===== config.mk =====
export PLATFORM = sky130hd
export DESIGN_NAME = dispatch_slot_alloc
export DESIGN_NICKNAME = d
export VERILOG_FILES = /design/src/rtl/dsa_pkg.sv /design/src/rtl/dsa_slot_pick.sv /design/src/rtl/dsa_out_reg.sv /design/src/rtl/dispatch_slot_alloc.sv
export SDC_FILE = /design/constraint.sdc
export NUM_CORES = 1
export LEC_CHECK = 0
export ABC_CLOCK_PERIOD_IN_PS = 10900
export BUFFER_PORTS_ARGS = -buffer_cell sky130_fd_sc_hd__buf_2
export CAP_MARGIN = 5
export CORE_MARGIN = 2
export CORE_UTILIZATION = 50
export DETAILED_ROUTE_END_ITERATION = 8
export GPL_TIMING_DRIVEN = 0
export HOLD_SLACK_MARGIN = 0.06
export PLACE_DENSITY = 0.73
export SLEW_MARGIN = 20
export SYNTH_ARGS = -nofsm -noshare
export SYNTH_HDL_FRONTEND = slang
export SYNTH_HIERARCHICAL = 1
export SYNTH_SLANG_ARGS = --single-unit

===== constraint.sdc =====
create_clock -name clk -period 10.9 [get_ports clk]
set_input_delay 1.09 -clock clk [delete_from_list [all_inputs] [get_ports clk]]
set_output_delay 1.09 -clock clk [all_outputs]
set_load 0.03 [all_outputs]

===== src/rtl/dsa_pkg.sv =====
package dsa_pkg;

    localparam int PORT_W   = 10;
    localparam int MENU_MAX = 6;
    localparam int CLS_W    = 3;

    typedef logic [PORT_W-1:0] port_mask_t;

    typedef enum logic [CLS_W-1:0] {
        CL_SINGLE = 3'd0,
        CL_PAIR   = 3'd1,
        CL_SL3    = 3'd2,
        CL_SPLIT2 = 3'd3,
        CL_SPL2T  = 3'd4,
        CL_SPLIT3 = 3'd5,
        CL_BRANCH = 3'd6,
        CL_RSVD   = 3'd7
    } op_class_e;

    localparam port_mask_t PS0 = 10'h001;
    localparam port_mask_t PS1 = 10'h002;
    localparam port_mask_t PS2 = 10'h004;
    localparam port_mask_t PS3 = 10'h008;
    localparam port_mask_t PA0 = 10'h010;
    localparam port_mask_t PA1 = 10'h020;
    localparam port_mask_t PB0 = 10'h040;
    localparam port_mask_t PB1 = 10'h080;
    localparam port_mask_t PR0 = 10'h100;
    localparam port_mask_t PR1 = 10'h200;
    localparam port_mask_t PA  = PA0 | PA1;
    localparam port_mask_t PB  = PB0 | PB1;

    // Ordered menu of port combinations; an empty mask marks an unused entry.
    function automatic port_mask_t menu_entry(op_class_e c, int unsigned k);
        port_mask_t m;
        m = '0;
        case (c)
            CL_SINGLE: case (k)
                0: m = PS0;
                1: m = PS1;
                2: m = PS2;
                3: m = PS3;
                4: m = PA;
                5: m = PB;
                default: m = '0;
            endcase
            CL_PAIR: case (k)
                0: m = PS0 | PS1;
                1: m = PS2 | PS3;
                default: m = '0;
            endcase
            CL_SL3: case (k)
                0: m = PS0 | PA0;
                1: m = PS1 | PA1;
                2: m = PS2 | PB0;
                3: m = PS3 | PB1;
                default: m = '0;
            endcase
            CL_SPLIT2: case (k)
                0: m = PS0 | PS1;
                1: m = PS1 | PA;
                2: m = PS1 | PS2;
                3: m = PA  | PS2;
                4: m = PS2 | PS3;
                5: m = PS3 | PB;
                default: m = '0;
            endcase
            CL_SPL2T: case (k)
                0: m = PS0 | PS1 | PA0;
                1: m = PS1 | PS2 | PA0;
                2: m = PS1 | PS2 | PB0;
                3: m = PS2 | PS3 | PB0;
                default: m = '0;
            endcase
            CL_SPLIT3: m = (k == 0) ? '1 : '0;
            CL_BRANCH: case (k)
                0: m = PR0;
                1: m = PR1;
                default: m = '0;
            endcase
            default: m = '0;
        endcase
        return m;
    endfunction

endpackage


===== src/rtl/dsa_slot_pick.sv =====
module dsa_slot_pick
    import dsa_pkg::*;
(
    input  logic       alive,
    input  op_class_e  cls,
    input  port_mask_t busy_in,
    output logic       placed,
    output port_mask_t take,
    output port_mask_t busy_out
);

    port_mask_t          cand [MENU_MAX];
    logic [MENU_MAX-1:0] fits;

    for (genvar k = 0; k < MENU_MAX; k++) begin : g_cand
        assign cand[k] = menu_entry(cls, k);
        assign fits[k] = (cand[k] != '0) && ((cand[k] & busy_in) == '0);
    end

    // Lowest-numbered fitting entry wins.
    always_comb begin
        take = '0;
        for (int k = MENU_MAX - 1; k >= 0; k--) begin
            if (fits[k]) take = cand[k];
        end
        if (!alive) take = '0;
    end

    assign placed   = alive && (|fits);
    assign busy_out = busy_in | take;

endmodule


===== src/rtl/dsa_out_reg.sv =====
module dsa_out_reg
    import dsa_pkg::*;
#(
    parameter int NUM_OPS = 6,
    parameter int CNT_W   = 3
) (
    input  logic                      clk,
    input  logic                      rst,
    input  logic [CNT_W-1:0]          cnt_d,
    input  logic [NUM_OPS*PORT_W-1:0] ports_d,
    output logic [CNT_W-1:0]          cnt_q,
    output logic [NUM_OPS*PORT_W-1:0] ports_q
);

    always_ff @(posedge clk) begin
        if (rst) begin
            cnt_q   <= '0;
            ports_q <= '0;
        end else begin
            cnt_q   <= cnt_d;
            ports_q <= ports_d;
        end
    end

endmodule


===== src/rtl/dispatch_slot_alloc.sv =====
module dispatch_slot_alloc
    import dsa_pkg::*;
#(
    parameter  int NUM_OPS = 6,
    localparam int CNT_W   = $clog2(NUM_OPS + 1)
) (
    input  logic                      clk,
    input  logic                      rst,
    input  logic [CNT_W-1:0]          in_count,
    input  logic [NUM_OPS*CLS_W-1:0]  in_class,
    output logic [CNT_W-1:0]          gnt_count,
    output logic [NUM_OPS*PORT_W-1:0] gnt_ports
);

    logic [NUM_OPS-1:0]        placed;
    port_mask_t                busy  [NUM_OPS+1];
    port_mask_t                take  [NUM_OPS];
    logic [CNT_W-1:0]          cnt_d;
    logic [NUM_OPS*PORT_W-1:0] ports_d;

    assign busy[0] = '0;

    for (genvar i = 0; i < NUM_OPS; i++) begin : g_op
        logic alive;
        if (i == 0) begin : g_head
            assign alive = in_count > CNT_W'(i);
        end else begin : g_tail
            assign alive = placed[i-1] && (in_count > CNT_W'(i));
        end

        dsa_slot_pick u_pick (
            .alive    (alive),
            .cls      (op_class_e'(in_class[i*CLS_W +: CLS_W])),
            .busy_in  (busy[i]),
            .placed   (placed[i]),
            .take     (take[i]),
            .busy_out (busy[i+1])
        );

        assign ports_d[i*PORT_W +: PORT_W] = take[i];
    end

    // Placement stops at the first miss, so the popcount is the prefix length.
    always_comb begin
        cnt_d = '0;
        for (int i = 0; i < NUM_OPS; i++) begin
            cnt_d = cnt_d + CNT_W'(placed[i]);
        end
    end

    dsa_out_reg #(
        .NUM_OPS (NUM_OPS),
        .CNT_W   (CNT_W)
    ) u_out (
        .clk     (clk),
        .rst     (rst),
        .cnt_d   (cnt_d),
        .ports_d (ports_d),
        .cnt_q   (gnt_count),
        .ports_q (gnt_ports)
    );

endmodule


# After elaboration in Yosys (flattened, before gate mapping)
# Index checks and enable logic that the tools add are counted.
[word_totals]
ram_bits = 0
output_inout_bits = 63
in_bits = 23
n_memories = 0
reg_bits = 63
latchBits = 0
mem_bits_ro = 0
word_cells = 288
[op_classes]
n_div = 0
n_mul = 0
mux = 77
n_lt_le_gt_ge = 6
n_eq_ne = 36
n_reduce_logical = 126
shifts = 0
addsub = 5
bitwise_logic = 35
[op_table]
columns = ["cell", "count"]
rows = [
  ["$pmux W10 S6", 12],
  ["$reduce_bool A10 Y1", 36],
  ["$logic_not A10 Y1", 30],
  ["$mux W8", 24],
  ["$pmux W8 S4", 6],
  ["$mux W10", 17],
  ["$pmux W7 S4", 6],
  ["$and A10 B10 Y10", 10],
  ["$and A8 B10 Y10", 10],
  ["$pmux W8 S2", 6],
  ["$pmux W6 S2", 6],
  ["$eq A3 B3 Y1 const B", 18],
  ["$and A6 B10 Y10", 5],
  ["$and A7 B10 Y10", 5],
  ["$logic_and A1 B1 Y1", 41],
  ["$or A10 B10 Y10", 4],
  ["$eq A3 B2 Y1 const B", 12],
  ["$reduce_or A6 Y1", 6],
  ["$eq A3 B1 Y1 const B", 6],
  ["$logic_not A3 Y1", 6],
  ["$reduce_or A2 Y1", 7],
  ["$add A3 B1 Y3", 3],
  ["$gt A3 B1 Y1 const B", 2],
  ["$gt A3 B2 Y1 const B", 2],
  ["4 further kinds", 5],
]

# Depth between registers and ports, before layout
[logic_depth]
depth_word = 63
mapped_depth = 48

# Modules after synthesis
# Netlist, hierarchy kept.
[modules_own_cells]
columns = ["mod", "cells_each", "instances", "seq_area_each_um2", "area_each_um2"]
rows = [
  ["dsa_slot_pick", 141, 6, 0.0, 918.4],
  ["dsa_out_reg", 132, 1, 1261.2, 1685.4],
  ["dispatch_slot_alloc", 17, 1, 0.0, 143.9],
]

# Worst setup path before layout
# Ideal clock, no wire load.
[synth_path]
path_type = "input to register"
startpoint = "input port in_class[0]"
endpoint = "register u_out.cnt_q[1]"
slack_ps = 555
cell_stages = 41
arrival_time_ps = 10228
n_path_buf = 5
cell_sequence = "buf_4 buf_6 nor3_1 nor4_2 a211o_4 or3_1 a31oi_1 clkbuf_1 nor3b_1 nor4_2 a211o_4 nor2_1 o31ai_1 nor2_1 o21a_1 a211oi_1 a2111oi_1 o31ai_1 [... 5 more ...] clkbuf_1 nor4b_2 nor4_2 a211o_4 or3_1 a31oi_1 clkbuf_1 nor3b_1 nor4_2 a211o_4 nand4_1 o21a_1 inv_1 fa_1 inv_1 ha_1 fa_1 nor2b_1"
[synth_lines]
columns = ["item", "line", "source"]
rows = [
  ["start, declared", "dispatch_slot_alloc.sv:10", "input logic [NUM_OPS*CLS_W-1:0] in_class,"],
  ["end signal, assigned", "dsa_out_reg.sv:20", "cnt_q <= cnt_d;"],
  ["end, declared", "dsa_out_reg.sv:11", "output logic [CNT_W-1:0] cnt_q,"],
]

==> out/summary.txt <==
CP Capture Type: flip-flop
Worst-Margin Slew: 0.561 ns
worst-path fanout max: 10
Vias per Instance: 6.48
worst hold endpoint: u_out/cnt_q[0]
Routed Antenna Nets: 0
Initial Utilization: 51.7%
Setup Crit Path Kind: input port to flip-flop
HPWL Detailed: 15900 um
clk buf depth: 2
Cell Rows: 43
Max Cap Viol: 0
pwr dens: 116 nW/um2
Fmax: 93.9 MHz
crit path launch type: input port
worst hold slack: 1.09 ns
CTS tree: yes
Crit. Startpoint: in_class[1]
setup violators final: 0
min cycle time layout: 10.65 ns
Worst Path Buf+Inv: 14
Ports: 86
Worst path max stage delay: 0.46 ns
wire length per cell: 17.9 um
Chip Width: 124 um
die height: 124 um
status: complete, no violations
hold path start: rst
CTS clk-pin slew, worst paths: 0.06 ns
die area: 15500 um2
Placer Congestion: 0.968
final hold vios: 0
Period Utilization, post-route: 97.7%
layout cells sized above 1: 30.1%
total gr overflow: 0
P_leak: 3.52 nW
clk sinks: 63
largest net degree at the start of global routing: 11
commonest non-fill, non-tap cells in the layout: nor2_1, buf_2, nor2b_1
via count: 8521
Slew Viols, Final: 0
Avg Cell Area, Syn: 7.40 um2
total negative slack: 0 ns
First-pass DRT Iterations: 8
initial antenna violation count: 2
final WL: 23500 um
number of port buffers: 79
Gate Count Post-Synth: 978
core area: 14000 um2
hold depth: 2
Worst VDD drop: 0.103 mV
# DRC: 0
vias in the first global route: 7326
HP Class: input port to flip-flop
Mapped Area: 7240 um2
relative max-transition margin: 62.5%
CTS root buf: clkbuf_16
Max H-tree Level: 3
total global-route track usage: 27.7%
initial drt markers: 961
P&R area growth vs syn: 25.4%
Crit-path slowest cell: fa_1
fin util: 64.9%
first-pass GRT wire length: 36600 um
nets: 1156
CP top delay family: compound AO/OA/AOI/OAI gates
Crit path required time: 11.13 ns
synth warn: 6
Most Frequent Cell on Critical Path: buf_4
Worst Path Arrival: 10.88 ns
hold_buf cts: 0
Inserted Clock Buffers: 9
commonest non-fill, non-tap cell in the layout: nor2_1
power by group:
part,switching [mW],internal (mW),leakage [nW]
Sequential,0.00238,0.238,0.510
Combinational,0.296,0.187,2.85
Clock,0.113,0.217,0.165
Total,0.411,0.642,3.52
sequential cells by signal, summed over array words and instances, names as in the netlist:
name / flops
u_out/cnt_q: 3
u_out/ports_q: 60
stage by stage:
step,cells,worst slack (ns),cell area (um2),total power [mW]
2_1_floorplan,1010,0.609,7360,0.544
3_3_place_gp,1269,-1.94,7980,0.633
3_5_place_dp,1269,-1.85,7980,0.633
4_1_cts,1302,0.00693,8560,0.991
5_1_grt,1314,-0.156,9070,1.10
6_report,1315,0.246,9070,1.05
cell type report:
cell class,count,area [um2]
multi-input cells,829,5900
fillers,1223,4920
flip-flops and latches,63,1260
repair buffers,113,653
plain buffers,85,579
clock buffers,12,267
well taps,180,225
inverters,28,113
clock inverters,3,65.1
diodes,2,5.00
timing repair:
action	4_1_cts	5_1_grt
hold endpoints to repair	0	0
gates resized for setup	30	111
setup endpoints to repair	13	3
setup buffers	19	15
pin swaps	18	17
worst max path at each step:
stage                                end  slack, ns  cells past startpoint
final                     u_out/cnt_q[1]       0.25                     48
after CTS                 u_out/cnt_q[1]      0.007                     46
after floorplan           u_out/cnt_q[1]       0.61                     41
after global placement    u_out/cnt_q[1]      -1.94                     34
after detailed placement  u_out/cnt_q[1]      -1.85                     34
after global routing      u_out/cnt_q[1]      -0.16                     43
per-layer routing:
metal	track usage, %	part of all wire (%)
met5	0	0
met3	5.93	9.8
met2	41.6	44
met4	9.19	3.4
met1	39.4	43
Note: power is estimated with default switching activity, not from simulation.
